--- src/rtl/pkt_regfile_pkg.sv ---
package pkt_regfile_pkg;

  // opcode carried in the top bit of a command word
  typedef enum logic {
    OP_READ  = 1'b0,
    OP_WRITE = 1'b1
  } prf_op_e;

endpackage

--- src/rtl/prf_cmd_decode.sv ---
module prf_cmd_decode
  import pkt_regfile_pkg::*;
#(
  parameter int DATA_W = 5,
  parameter int IDX_W  = 3,
  localparam int CMD_W = 1 + DATA_W + IDX_W
) (
  input  logic              cmd_valid,
  input  logic              cmd_ready,
  input  logic [CMD_W-1:0]  cmd_data,
  output logic              wr_en,
  output logic              rd_en,
  output logic [IDX_W-1:0]  idx,
  output logic [DATA_W-1:0] wdata
);

  prf_op_e op;
  logic    take;

  always_comb begin
    op    = prf_op_e'(cmd_data[CMD_W-1]);
    take  = cmd_valid && cmd_ready;
    wr_en = take && (op == OP_WRITE);
    rd_en = take && (op == OP_READ);
    idx   = cmd_data[IDX_W-1:0];
    wdata = cmd_data[IDX_W +: DATA_W];
  end

endmodule

--- src/rtl/prf_reg_store.sv ---
module prf_reg_store #(
  parameter int DATA_W   = 5,
  parameter int IDX_W    = 3,
  parameter int NUM_REGS = 6,
  localparam int FLAT_W  = NUM_REGS * DATA_W
) (
  input  logic              clk,
  input  logic              rst_n,
  input  logic              wr_en,
  input  logic [IDX_W-1:0]  wr_idx,
  input  logic [DATA_W-1:0] wr_data,
  input  logic [IDX_W-1:0]  rd_idx,
  output logic [DATA_W-1:0] rd_data,
  output logic [FLAT_W-1:0] regs_flat
);

  logic [DATA_W-1:0] regs [NUM_REGS];

  for (genvar g = 0; g < NUM_REGS; g++) begin : g_reg
    logic hit;
    assign hit = wr_en && (wr_idx == IDX_W'(g));

    always_ff @(posedge clk) begin
      if (!rst_n)   regs[g] <= '0;
      else if (hit) regs[g] <= wr_data;
    end

    assign regs_flat[g*DATA_W +: DATA_W] = regs[g];
  end

  // unimplemented indices fall through to zero
  always_comb begin
    rd_data = '0;
    for (int i = 0; i < NUM_REGS; i++) begin
      if (rd_idx == IDX_W'(i)) rd_data = regs[i];
    end
  end

endmodule

--- src/rtl/prf_reply_gen.sv ---
module prf_reply_gen #(
  parameter int DATA_W  = 5,
  parameter int IDX_W   = 3,
  localparam int RPLY_W = DATA_W + IDX_W
) (
  input  logic              clk,
  input  logic              rst_n,
  input  logic              rd_en,
  input  logic [IDX_W-1:0]  rd_idx,
  input  logic [DATA_W-1:0] rd_data,
  input  logic              reply_ready,
  output logic              reply_valid,
  output logic [RPLY_W-1:0] reply_data,
  output logic              cmd_ready
);

  logic pending_q;
  logic [RPLY_W-1:0] word_q;

  always_ff @(posedge clk) begin
    if (!rst_n) begin
      pending_q <= 1'b0;
      word_q    <= '0;
    end else if (rd_en) begin
      pending_q <= 1'b1;
      word_q    <= {rd_data, rd_idx};
    end else if (pending_q && reply_ready) begin
      pending_q <= 1'b0;
    end
  end

  assign reply_valid = pending_q;
  assign reply_data  = word_q;
  assign cmd_ready   = !pending_q;

endmodule

--- src/rtl/pkt_regfile.sv ---
module pkt_regfile #(
  parameter int DATA_W   = 5,
  parameter int IDX_W    = 3,
  parameter int NUM_REGS = 6,
  localparam int CMD_W   = 1 + DATA_W + IDX_W,
  localparam int RPLY_W  = DATA_W + IDX_W,
  localparam int FLAT_W  = NUM_REGS * DATA_W
) (
  input  logic              clk,
  input  logic              rst_n,
  input  logic              cmd_valid,
  output logic              cmd_ready,
  input  logic [CMD_W-1:0]  cmd_data,
  output logic              reply_valid,
  input  logic              reply_ready,
  output logic [RPLY_W-1:0] reply_data,
  output logic [FLAT_W-1:0] regs_flat
);

  logic              wr_en, rd_en;
  logic [IDX_W-1:0]  idx;
  logic [DATA_W-1:0] wdata, rdata;

  prf_cmd_decode #(.DATA_W(DATA_W), .IDX_W(IDX_W)) u_dec (
    .cmd_valid (cmd_valid),
    .cmd_ready (cmd_ready),
    .cmd_data  (cmd_data),
    .wr_en     (wr_en),
    .rd_en     (rd_en),
    .idx       (idx),
    .wdata     (wdata)
  );

  prf_reg_store #(.DATA_W(DATA_W), .IDX_W(IDX_W), .NUM_REGS(NUM_REGS)) u_store (
    .clk       (clk),
    .rst_n     (rst_n),
    .wr_en     (wr_en),
    .wr_idx    (idx),
    .wr_data   (wdata),
    .rd_idx    (idx),
    .rd_data   (rdata),
    .regs_flat (regs_flat)
  );

  prf_reply_gen #(.DATA_W(DATA_W), .IDX_W(IDX_W)) u_reply (
    .clk         (clk),
    .rst_n       (rst_n),
    .rd_en       (rd_en),
    .rd_idx      (idx),
    .rd_data     (rdata),
    .reply_ready (reply_ready),
    .reply_valid (reply_valid),
    .reply_data  (reply_data),
    .cmd_ready   (cmd_ready)
  );

endmodule

--- config.mk ---
export PLATFORM = sky130hd
export DESIGN_NAME = pkt_regfile
export DESIGN_NICKNAME = d
export VERILOG_FILES = /design/src/rtl/pkt_regfile_pkg.sv /design/src/rtl/prf_cmd_decode.sv /design/src/rtl/prf_reg_store.sv /design/src/rtl/prf_reply_gen.sv /design/src/rtl/pkt_regfile.sv
export SDC_FILE = /design/constraint.sdc
export NUM_CORES = 1
export LEC_CHECK = 0
export BUFFER_PORTS_ARGS = -buffer_cell sky130_fd_sc_hd__buf_4
export CAP_MARGIN = 20
export CORE_MARGIN = 1.5
export CORE_UTILIZATION = 53
export CTS_CLUSTER_DIAMETER = 120
export DETAILED_ROUTE_END_ITERATION = 12
export HOLD_SLACK_MARGIN = 0.05
export PLACE_DENSITY_LB_ADDON = 0.15
export RECOVER_POWER = 25
export SLEW_MARGIN = 25
export SYNTH_ARGS = -nofsm -noshare
export SYNTH_HDL_FRONTEND = slang
export SYNTH_SLANG_ARGS = --single-unit
--- constraint.sdc ---
create_clock -name clk -period 5.8 [get_ports clk]
set_clock_uncertainty 0.1 [all_clocks]
set_input_delay 1.16 -clock clk [delete_from_list [all_inputs] [get_ports clk]]
set_output_delay 1.16 -clock clk [all_outputs]
set_load 0.02 [all_outputs]
==> results of run 1 <==
[routing by layer]
layer	global-route usage (%)	up-vias	wire length, um
met5	0	-	0
met4	6.67	0	50
met3	6.13	6	319
met2	38.6	60	2200
met1	27.0	676	1730
li1	-	654	-
[sequential cells by signal, summed over array words and instances, names as in the netlist]
signal and count:
u_reply.reply_data 8, u_reply.reply_valid 1, u_store.regs 30
[power groups by stage]
| stage | Sequential [mW] | Combinational (mW) | Clock (mW) |
|---|---|---|---|
| 2_1_floorplan | 0.343 | 0.0372 | 0 |
| 3_3_place_gp | 0.327 | 0.0880 | 0 |
| 3_5_place_dp | 0.328 | 0.0894 | 0 |
| 4_1_cts | 0.322 | 0.0897 | 0.174 |
| 5_1_grt | 0.324 | 0.0910 | 0.185 |
| 6_report | 0.322 | 0.0860 | 0.174 |
[cells by family after synthesis]
| group | Yosys count |
|---|---|
| AO/OA/AOI/OAI | 25 |
| buffers and inverters | 12 |
| flip-flops | 39 |
| multiplexers | 10 |
| AND/OR/NAND/NOR | 67 |
[worst max-delay path, cell delays in order]
cell and delay (ns):
clkbuf_1 0.10, nor3b_1 1.21, nand2b_1 0.22, o22a_1 0.25, and3_1 0.19
[final cells by class]
class / count / area (um2) / area share (%)
Timing Repair Buffer: 52 / 379 / 16.5
Clock buffer: 7 / 76.3 / 3.32
Tap cell: 46 / 57.6 / 2.50
Clock inverter: 1 / 5.00 / 0.218
Inverter: 5 / 18.8 / 0.817
Multi-Input combinational cell: 102 / 681 / 29.6
Sequential cell: 39 / 1080 / 47.0
[worst max path at each step]
stage                     cells after the start                     to  slack (ns)
after floorplan                               4     u_store.regs[0][0]        3.13
after global routing                          4  u_reply.reply_data[4]        2.63
after detailed placement                      4     u_store.regs[0][4]        2.96
after global placement                        4     u_store.regs[0][0]        3.02
final                                         5  u_reply.reply_data[7]        2.82
after CTS                                     4     u_store.regs[0][3]        3.32
[per-stage QoR]
step | power [mW] | worst slack, ns | util, % | cell area, um2 | hold slack [ns]
global placement | 0.415 | 3.02 | 67.1 | 2270 | 0.370
finish | 0.582 | 2.82 | 67.8 | 2300 | 0.390
global route | 0.600 | 2.63 | 67.8 | 2300 | 0.407
detailed placement | 0.418 | 2.96 | 67.1 | 2270 | 0.370
floorplan | 0.380 | 3.13 | - | 1900 | 0.445
CTS | 0.585 | 3.32 | 69.5 | 2350 | 0.390
[cell usage in the layout, fill, tap and decap left out, drive strengths merged, types with 3 or more instances in the layout]
cell,netlist,routed
a21oi,3,3
buf,6,49
nand2b,4,4
o21ai,8,8
o221ai,5,5
inv,5,5
o32ai,3,3
dfxtp,9,9
nand2,7,7
nand3b,5,5
and2,30,30
mux2i,8,8
edfxtp,30,30
clkbuf,1,10
nor2b,3,3
nor2,9,9
==> run summary, run 1 <==
The proportion of synthesized chip area in sequential cells came out at about 57%. The number of remaining DRC errors is 0. The flop-to-flop setup slack came out at 3.37 ns.

The initial antenna violation count is 0. The I/O pin count is 53. The count of final max-slew check failures is 14.

The area of the core region is about 3400 um2. After the first detailed-routing iteration, the DRC count stood at 42. The synthesized area divided by synthesized cell count came out at ~12 um2. Dividing the final minimum period by the clock period gives between 50% and 60%. Synthesis inferred 39 register bits. The dominant combinational cell family by area after synthesis is simple AND/OR/NAND/NOR gates.

The worst hold path belongs to the class reg2reg. The count of synthesis-stage warnings from yosys came out at 0. The floorplan die height came out at 62.8 um.

The adder-cell share of the synthesized area came out at 0%. The required time at the endpoint of the critical path came out at just under 6 ns. By area the synthesized netlist is led by edfxtp_1 47%, and2_1 9.9%, dfxtp_1 9.5%. The total instance count after detailed placement is about 240. The maximum clock insertion buffer count is 2.

The leakage power figure is just over 0.9 nW. The worst slew margin relative to its limit came out at -3.10%. The worst-path maximum fanout is 13. For this run, the post-layout net count is about 220. The worst register-to-register path begins at u_reply.reply_valid. The type of destination of the critical path is a flip-flop. The number of synthesized flops with an enable pin came out at 30. The worst hold path terminates at u_reply.reply_data[6]. Counting distinct cell types in the post-synthesis netlist gives 33. Tracing the worst setup path back leads to its startpoint at cmd_data[8]. The depth of the most critical reg-to-reg path came out at 4. The number of gates given a new drive strength after cts is 0.

The top cell type by area accounts for approximately 47% of the synthesized area. The total wire length after detailed routing came out at about 4300 um. The run finished, with violations left.

The worst path arrival time is roughly 3.1 ns. The number of antenna-violating nets in the routed design is 0. The checks that failed: capacitance limit, slew limit. The synthesized design spends more area on one cell type than any other, namely edfxtp_1. The HPWL after detailed placement came out at between 3000 and 4000 um. The clock net in this run drives a total of 39 sinks. The routed wirelength normalized by instance count came out at 17.1 um. The sequential power share is 55.3%. The worst path in the final design needs a cycle of between 2 and 3 ns, including I/O delays and setup.

The count of buffers added by post-CTS timing repair for setup is 0. The share of synthesized cell area in and, or, nand and nor gates came out at about a quarter. The number of standard-cell rows in the floorplan is 21. The total overflow reported by the global router came out at 0. The synthesized-area fraction occupied by xor and xnor cells is 0%. The fraction of layout cells with a size suffix above 1 is ~30%.

The final cell count without fillers is ~250. The count of H-tree levels built during CTS came out at 2. Dividing the detail-routed via count by the number of cells gives between 5 and 6. The switching power came out at 0.149 mW. The total of hold buffers inserted after clock tree synthesis came out at 0. The leading register cell type out of synthesis is edfxtp_1. For this design the ratio of total power to cell area is approximately 250 nW/um2. The net switching fraction of the power came out at between 20% and 30%. The initial utilization of the core area, before any placement, comes to 56.0%. For the final routed database, the setup TNS stands at 0 ns. Based on the critical path, the design can be clocked at up to approximately 340 MHz. The weighted congestion at the end of routability-driven global placement is 0.874.

The final count of hold timing violations is 0. The reg-to-reg endpoint is u_reply.reply_data[7]. Setup violations remaining at the end of the flow were counted as 0. The highest ir drop seen on vdd came out at between 0.15 and 0.2 mV. After filler insertion, the fill cell instance count of the layout stands at ~260. TritonCTS built the clock tree.

The kind of start point of the critical path is an input pin. The area growth from synthesis to final layout is 21.2%. After synthesis, the most frequently instantiated cells are 30 x and2_1, 30 x edfxtp_1, 9 x dfxtp_1. TritonCTS created 5 clock buffers.

Across all layers, the routed design uses roughly 1.4k vias. The first global-routing pass estimated roughly 6500 um of wire. The aggregate global-route resource usage is 22.3%. The clock network latency to the later pin of the worst-skew pair is 0.35 ns.

The part of the total power dissipated in the clock network came out at between 20% and 30%. The clock input transition at the sequential cells of the worst setup and hold paths is 0.12 ns. The synthesized netlist cell count came out at around 150. The slew at the pin closest to its max-slew limit came out at 1.54 ns. Of the total power, combinational logic draws roughly 15%. Summing the areas of all compound-gate instances in the mapped netlist gives under 10% of the synthesized area. When the netlist entered floorplanning its net count stood at ~170. Input and output buffers added on the ports amount to 52.

Entering global routing, the biggest net connects 21 pins. The async set-reset flop share out of synthesis is 0%. The type of the worst setup path is in2reg.

The cell count of the worst hold path came out at 2. The cell sitting at the root of the clock tree is a clkbuf_4. The number of detailed-route iterations in the first pass is 4. 0 antenna diodes ended up in the layout. The die is 62.8 um wide. The area of the die came out at between 3000 and 4000 um2. The share of cell area taken by muxes after synthesis came out at 5.61%.

The worst hold path begins at u_reply.reply_data[6]. The design internal power came out at around 0.43 mW. The number of max-capacitance violations reported is 1. The cell area that synthesis handed to floorplanning was 1900 um2. Setup repair after global routing left no endpoint under its margin. The number of global-route vias before repair came out at roughly 1.3k.
Note: power is estimated with default switching activity, not from simulation.
==> inputs of run 2 (changes only) <==
--- a/config.mk
+++ b/config.mk
@@ -8,7 +8,7 @@
 export BUFFER_PORTS_ARGS = -buffer_cell sky130_fd_sc_hd__buf_4
 export CAP_MARGIN = 20
 export CORE_MARGIN = 1.5
-export CORE_UTILIZATION = 53
+export CORE_UTILIZATION = 46
 export CTS_CLUSTER_DIAMETER = 120
 export DETAILED_ROUTE_END_ITERATION = 12
 export HOLD_SLACK_MARGIN = 0.05
==> constraint.sdc (replaced) <==
create_clock -name clk -period 2.5 [get_ports clk]
set_clock_uncertainty 0.1 [all_clocks]
set_input_delay 0.5 -clock clk [delete_from_list [all_inputs] [get_ports clk]]
set_output_delay 0.5 -clock clk [all_outputs]
set_load 0.02 [all_outputs]
==> run 2 against run 1 <==
  * The run now ends clean
  * Power is 130% higher
  * Final cell count is 2.8% higher
  * Combinational power is 140% higher
  * Worst setup slack worse by 2.1 ns
  * Global-route usage is 1.1 points lower
  * Die area is 14% higher
  * Non-clock buffer count is 3 higher
  * Count of clock-buffer cells in the layout stayed put
  * Sequential cell count stayed put
  * Register-to-register slack worse by 2.7 ns
  * Sequential power is 130% higher
  * Clock power is 130% higher
==> run summary, run 2 (synthesized netlist as in run 1, its figures left out) <==
The critical path goes through inv_1 -> nand3_1 -> or2_2 -> o31ai_1 -> buf_4. The number of nets in the finished design came out at 221 (+1.4%). The final cell count without fillers came out at 259 (+2.8%). The area of the die came to 4520 um2 (+14%). The library cells used most frequently in the layout, excluding fill and tap cells, are 44 x buf_4, 30 x edfxtp_1, 18 x and2_1, 13 x clkbuf_1, 12 x and2_0. The sum of buffers and inverters on the critical path is 2 (+1). Relative to the synthesized area, the layout overhead comes to 23.1%. The total number of clock tree sinks is 39 (unchanged).

The maximum number of pins on one net before global-route repair came to 21 (unchanged). The delay of the slowest cell on the worst path came to 0.36 ns (-0.85 ns). The tightest hold margin came to 0.383 ns (-0.00674 ns).

The CTS buffer count was 5 (unchanged). The total instance count after detailed placement came to 251 (+2.9%). The cell family with the largest share of critical-path delay is simple AND/OR/NAND/NOR gates. The starting density of the core came out at 47.8% (-8.2 points). The shortest period the worst path allows came out at roughly 1.8 ns.

Setup repair after global routing left no endpoint under its margin. The worst register-to-register path begins at u_reply.reply_valid. The worst-path maximum fanout came out at 5 (-8). The routed wirelength normalized by instance count is 16.8 um (-1.8%). The number of gates given a new drive strength after cts came out at 0 (unchanged). The worst setup path is launched from a flip-flop. The count of inserted antenna diode cells is 0 (unchanged).

The end point of the most critical hold path is u_reply.reply_data[6]. The number of detailed-route iterations in the first pass came out at 5 (+1). The required time at the endpoint of the critical path is 2.40 ns (-3.55 ns).

The number of antenna-violating nets in the routed design is 0 (unchanged). The minimum setup slack after placement came to 0.516 ns (-2.45 ns). The clock network latency to the later pin of the worst-skew pair is 0.29 ns (-0.06 ns). The count of buffers inserted at the top-level ports came out at 52 (unchanged).

The clock input transition at the sequential cells of the worst setup and hold paths came out at 0.08 ns (-0.04 ns). The worst path arrival time is 1.70 ns (-1.43 ns). The worst slew margin relative to its limit came to 51.7% (+55 points). For this design, the slowest cell found on the critical path is dfxtp_1.

The setup path with the least slack is of type reg2reg. The TritonCTS clock tree is done. The achievable frequency is 558 MHz. The flow ran to the end, and the final reports show no timing, DRC or antenna violations. The floorplan die height came to 67.2 um (+7.0%). The width of the die came to 67.2 um (+7.0%).

The number of global-route vias before repair came out at 1343 (+3.5%). The slew at the pin closest to its max-slew limit came to 0.716 ns (-0.827 ns). The count of buffers added by post-CTS timing repair for setup was 0 (unchanged). The min-delay analysis places its worst path in the category reg2reg. The HPWL after detailed placement is 3300 um (+4.1%).

The depth of the most critical reg-to-reg path is 5 (+1). The maximum clock insertion buffer count came out at 2 (unchanged). The total wire length after detailed routing is 4340 um (+0.93%). The cell area after placement was 2300 um2 (+1.2%). The count of H-tree levels built during CTS came out at 2 (unchanged). The total of hold buffers inserted after clock tree synthesis is 0 (unchanged). The aggregate global-route resource usage came out at 21.1% (-1.1 points). The final setup slack of the worst path is 0.708 ns (-2.12 ns). The register containing the most flip-flops in the final layout is u_store.regs. The number of standard-cell rows in the floorplan is 23 (+9.5%). The I/O pin count came out at 53 (unchanged).

The area of the core region is 3970 um2 (+17%). The leakage power figure was 0.931 nW (+0.47%). The type of destination of the critical path is a flip-flop. The highest ir drop seen on vdd came out at 0.375 mV (+110%). The number of max-capacitance violations reported came to 0 (-1).

The number of inserted filler cells in the final layout was 356 (+36%). The flop-to-flop setup slack came to 0.71 ns (-2.66 ns). The cell count of the worst hold path came out at 2 (unchanged).

The setup violation total in the final timing report is 0 (unchanged). The total overflow reported by the global router was 0 (unchanged). The fraction of layout cells with a size suffix above 1 is 28.7% (-0.90 points). The reg-to-reg endpoint is u_store.regs[0][0]. The final critical path takes up a little under three quarters of the cycle. The number of remaining DRC errors came out at 0 (unchanged). The setup TNS is 0 ns (unchanged). The root buffer cell chosen for the clock tree is clkbuf_8.

The total non-filler cell area in the finished layout is 2330 um2 (+1.6%). The power per cell area came out at 579 nW/um2 (+130%). Leaving out fill and tap cells, the most frequent cell in the layout is buf_4. The flip-flop count of the largest register after layout is 30 (unchanged). The routed via count is 1375 (-1.5%). The final count of hold timing violations came out at 0 (unchanged). The number of vias per cell after detailed routing is 5.31 (-4.2%). The number of design-rule violations left by the first detailed-router iteration was 72 (+71%). The count of final max-slew check failures is 0 (-14).

The first-pass GRT wire length came to 6730 um (+3.5%). The initial antenna violation count came out at 0 (unchanged). The weighted congestion at the end of routability-driven global placement is 0.866 (-0.90%).

In this run the most critical hold path is launched from u_reply.reply_data[6].
-- run 2: layout make-up --
| cell class | instances | area (um2) | area share [%] |
|---|---|---|---|
| tap | 50 | 62.6 | 2.68 |
| sequential | 39 | 1080 | 46.3 |
| inverter | 5 | 18.8 | 0.804 |
| timing repair buffer | 55 | 372 | 15.9 |
| clock buffer | 7 | 76.3 | 3.27 |
| multi-input combinational | 102 | 719 | 30.8 |
| clock inverter | 1 | 5.00 | 0.214 |
-- run 2: tightest hold or removal path, cell delays in order (launching register included) --
cell and delay [ns]:
dfxtp_1 0.32, nand2_1 0.06, o32ai_1 0.07
-- run 2: power breakdown --
part           total (mW)  internal [mW]  switching (mW)
sequential          0.746          0.728          0.0185
clock               0.402          0.196           0.206
combinational       0.204         0.0816           0.123
total                1.35           1.00           0.347
-- run 2: through the flow --
stage,util [%],total power [mW]
4_1_cts,60.0,1.36
6_report,58.8,1.35
5_1_grt,58.8,1.39
3_3_place_gp,57.9,0.968
3_5_place_dp,57.9,0.973
2_1_floorplan,-,0.883
-- run 2: worst max-delay path by stage --
stage	start	to	slack, ns	cells past startpoint
finish	u_reply.reply_valid	u_store.regs[0][0]	0.71	5
global route	u_reply.reply_valid	u_store.regs[0][1]	0.55	5
CTS	u_reply.reply_valid	u_store.regs[0][4]	0.70	5
detailed placement	cmd_data[2]	u_store.regs[0][5]	0.52	4
global placement	cmd_data[1]	u_store.regs[2][6]	0.58	3
floorplan	cmd_data[0]	u_store.regs[0][0]	0.49	4
-- run 2: per-layer routing --
layer | track usage [%] | routed length (um) | up-vias
met4 | 7.40 | 79 | 0
met5 | 0 | 0 | -
met1 | 26.3 | 1840 | 637
met3 | 7.33 | 352 | 10
met2 | 34.3 | 2070 | 68
li1 | - | - | 660
==> inputs of run 3 (changes only) <==
--- a/config.mk
+++ b/config.mk
@@ -5,10 +5,11 @@
 export SDC_FILE = /design/constraint.sdc
 export NUM_CORES = 1
 export LEC_CHECK = 0
+export ABC_AREA = 1
 export BUFFER_PORTS_ARGS = -buffer_cell sky130_fd_sc_hd__buf_4
 export CAP_MARGIN = 20
 export CORE_MARGIN = 1.5
-export CORE_UTILIZATION = 46
+export CORE_UTILIZATION = 50
 export CTS_CLUSTER_DIAMETER = 120
 export DETAILED_ROUTE_END_ITERATION = 12
 export HOLD_SLACK_MARGIN = 0.05
==> constraint.sdc (replaced) <==
create_clock -name clk -period 1.7 [get_ports clk]
set_clock_uncertainty 0.1 [all_clocks]
set_input_delay 0.34 -clock clk [delete_from_list [all_inputs] [get_ports clk]]
set_output_delay 0.34 -clock clk [all_outputs]
set_load 0.02 [all_outputs]
==> run 3 against run 2 <==
  * Global-route usage grew 2.4 points
  * Critical endpoint is now u_store.regs[0][3]
  * Critical path type unchanged
  * Cell area shrank 4.9%
  * Combinational power grew 28%
  * Largest cell class unchanged
  * Highest routed layer unchanged
  * Largest power group unchanged
  * Clock power grew 19%
  * Worst setup slack lost 0.43 ns
  * Die area shrank 15%
  * Routed wire length shrank 7.3%
  * First-iteration DRC count grew 68%
  * Worst hold slack lost 0.24 ns
  * Critical path depth is the same
  * Via count grew 9.6%
  * Final cell count grew 15%
==> run summary, run 3 <==
The worst path arrival time came out at 1.40 ns (-0.30 ns). The flip-flop count of the largest register after layout is 30 (unchanged). The number of inserted filler cells in the final layout is 297 (-17%). The cell area after placement is 2230 um2 (-3.0%). The synthesized netlist cell count came out at 189 (+24%). The class of the worst hold path is in2reg. The worst-path maximum fanout is 5 (unchanged). The number of antenna-violating nets in the routed design is 0 (unchanged).

The number of synthesized flops with an enable pin came out at 30 (unchanged). The power per cell area came out at 822 nW/um2 (+42%). The achievable frequency came out at 704 MHz (+26%).

The setup TNS came out at 0 ns (unchanged). The end point of the most critical hold path is u_reply.reply_valid. The worst setup path is captured at a flip-flop. The adder-cell share of the synthesized area is 0% (unchanged). The fraction of post-synthesis cell area in the top cell type by area came to 51.5% (+4.0 points). The number of register bits inferred by synthesis came out at 39 (unchanged). The number of design-rule violations left by the first detailed-router iteration came out at 121 (+68%). The run finished with clean final reports. The top cell types in the final layout, fill and taps aside, are 48 x nor2_1, 42 x buf_4, 35 x nand2_1, 30 x edfxtp_1, 20 x clkbuf_1. The depth of the most critical reg-to-reg path was 5 (unchanged). The number of standard-cell rows in the floorplan is 21 (-8.7%).

The total of hold buffers inserted after clock tree synthesis is 0 (unchanged). Setup repair after global routing left no endpoint under its margin. The number of nets in the finished design is 265 (+20%).

The tree is rooted in a clkbuf_4. The number of global-route vias before repair came out at 1460 (+8.7%). The shortest period the worst path allows came out at 1.42 ns (-0.371 ns).

The proportion of synthesized chip area in sequential cells came out at 61.8% (+4.8 points). The synthesized-area fraction occupied by xor and xnor cells was 0% (unchanged). The most common cell in the synthesized netlist is nor2_1.

The routed via count came out at 1507 (+9.6%). The final core utilization is 66.6% (+7.8 points). The weighted congestion at the end of routability-driven global placement came out at 0.932 (+7.6%). The count of H-tree levels built during CTS is 2 (unchanged). The async set-reset flop share out of synthesis is 0% (unchanged).

The total non-filler cell area in the finished layout came to 2220 um2 (-4.9%). The count of final max-slew check failures came out at 0 (unchanged). The top cell type by total area after synthesis is edfxtp_1.

The number of remaining DRC errors was 0 (unchanged). The final count of hold timing violations came to 0 (unchanged). The area used by multi-input combinational logic is 572 um2 (-21%). The number of vias per cell after detailed routing came out at 5.04 (-5.1%).

The post-route fraction of the period consumed by the critical path was 83.6% (+12 points). The area of the mapped netlist came out at 1750 um2 (-7.8%). The cell count of the worst hold path is 3 (+1). The leakage power figure came out at 0.956 nW (+2.7%). The aggregate global-route resource usage came out at 23.5% (+2.4 points). The area of the die came out at 3860 um2 (-15%). The CTS buffer count came out at 5 (unchanged). The starting density of the core is 52.4% (+4.7 points). The total number of clock tree sinks was 39 (unchanged). The maximum number of pins on one net before global-route repair came out at 17 (-19%). The area of the core region is 3340 um2 (-16%). The floorplan die height came out at 62.1 um (-7.5%). The I/O pin count came out at 53 (unchanged). The initial antenna violation count came out at 0 (unchanged). The fraction of layout cells with a size suffix above 1 came out at 21.3% (-7.4 points). The clock input transition at the sequential cells of the worst setup and hold paths came out at 0.11 ns (+0.03 ns). The share of synthesized cell area in and, or, nand and nor gates came out at 27.8% (+4.1 points).

The count of synthesis-stage warnings from yosys was 0 (unchanged). The routed wirelength normalized by instance count came out at 13.5 um (-20%). The highest ir drop seen on vdd came out at 0.567 mV (+51%).

The first-pass GRT wire length came to 6900 um (+2.6%). The flop-to-flop setup slack came out at 0.28 ns (-0.43 ns). The startpoint identified for the worst hold timing path is reply_ready.

The worst slew margin relative to its limit was 76.8% (+25 points). The width of the die is 62.1 um (-7.5%). The maximum clock insertion buffer count came to 2 (unchanged). The distinct cell type count after synthesis came out at 21 (-36%).

The number of max-capacitance violations reported came out at 0 (unchanged). After synthesis, the largest family of logic cells by area is simple AND/OR/NAND/NOR gates. The count of buffers added by post-CTS timing repair for setup is 0 (unchanged). The flip-flop and latch area came out at 1080 um2 (unchanged).

The number of detailed-route iterations in the first pass came to 4 (-1). By area the synthesized netlist is led by edfxtp_1 52%, dfxtp_1 10%, nor2_1 10%. The slew at the pin closest to its max-slew limit came out at 0.347 ns (-0.369 ns).

The post-synthesis compound-gate area fraction came to 4.86% (-4.1 points). The TritonCTS clock tree is done. The library cell used most frequently in the layout, excluding fill and tap cells, is nor2_1. The HPWL after detailed placement is 3050 um (-7.4%). The number of gates given a new drive strength after cts came out at 0 (unchanged). The worst setup path is launched from a flip-flop.

The total nets after synthesis is 202 (+22%). Among all flip-flop cells after synthesis, the most frequent one is edfxtp_1. The startpoint of the worst register-to-register path is u_reply.reply_valid.

From synthesis to final layout, the design area changed by 27.0%. The register containing the most flip-flops in the final layout is u_store.regs. The required time at the endpoint of the critical path came out at 1.68 ns (-0.72 ns). The setup violation total in the final timing report came out at 0 (unchanged). The tightest hold margin came out at 0.148 ns (-0.235 ns). The commonest cells after synthesis are 48 x nor2_1, 35 x nand2_1, 30 x edfxtp_1.

The synthesized area divided by synthesized cell count is 9.25 um2 (-25%). The share of cell area taken by muxes after synthesis was 0% (-5.6 points). The count of inserted antenna diode cells is 0 (unchanged). The total overflow reported by the global router came to 0 (unchanged). The clock network latency to the later pin of the worst-skew pair came out at 0.35 ns (+0.06 ns).

The reg-to-reg endpoint is u_store.regs[0][3]. The type of the worst setup path is reg2reg. The total wire length after detailed routing is 4020 um (-7.3%).

The count of buffers inserted at the top-level ports came out at 52 (unchanged).
==> run 3: cell types whose count changed in the layout (fill, tap and decap cells not counted), moves of 10 or more <==
cell	previous run	this run
and2_0	12	0
and2_1	18	0
inv_1	5	16
nand2_1	7	35
nand3_1	2	12
nand4_1	0	10
nor2_1	7	48
==> run 3: metal layers <==
layer,vias to the layer above,global-route usage [%],wire length (um)
met2,60,37.0,1930
li1,754,-,-
met1,687,31.5,1760
met4,0,9.17,61
met5,-,0,0
met3,6,5.98,273
==> run 3: how the worst max path moves through the flow <==
stage | startpoint | end | slack (ns) | cells after the start
floorplan | cmd_data[0] | u_store.regs[0][0] | 0.002 | 4
global placement | cmd_data[0] | u_store.regs[0][8] | 0.11 | 6
detailed placement | cmd_data[2] | u_store.regs[0][3] | 0.12 | 5
CTS | u_store.regs[0][7] | regs_flat[7] | 0.27 | 1
global route | u_reply.reply_valid | u_store.regs[0][3] | 0.13 | 5
finish | u_reply.reply_valid | u_store.regs[0][3] | 0.28 | 5
==> run 3: final cells by class <==
type | count | share of cell area (%)
flip-flops and latches | 39 | 48.7
multi-input cells | 128 | 25.7
inverters | 17 | 2.87
clock buffers | 7 | 2.48
repair buffers | 61 | 17.4
clock inverters | 1 | 0.225
well taps | 46 | 2.59
==> run 3: stage by stage <==
| step | worst slack (ns) | power [mW] | instances |
|---|---|---|---|
| after floorplan | 0.00188 | 1.25 | 189 |
| after global placement | 0.110 | 1.38 | 291 |
| after detailed placement | 0.117 | 1.38 | 291 |
| after CTS | 0.273 | 1.87 | 299 |
| after global routing | 0.132 | 1.91 | 299 |
| final | 0.279 | 1.82 | 299 |
==> run 3: logic make-up (layout without fill, tap and decap cells) <==
family,after synthesis,count (layout)
simple gates,111,111
buf+inv,22,86
flops,39,39
compound gates,17,17
==> run 3: worst max-delay path, cell delays in order (launching register included) <==
cell and delay (ns):
dfxtp_1 0.32, inv_1 0.10, nand3_1 0.09, clkbuf_1 0.15, o21ai_0 0.21, buf_4 0.18
==> run 3: power breakdown <==
group	total, mW	switching [mW]	internal (mW)
Clock	0.478	0.278	0.200
Sequential	1.09	0.0224	1.06
Combinational	0.261	0.171	0.0902
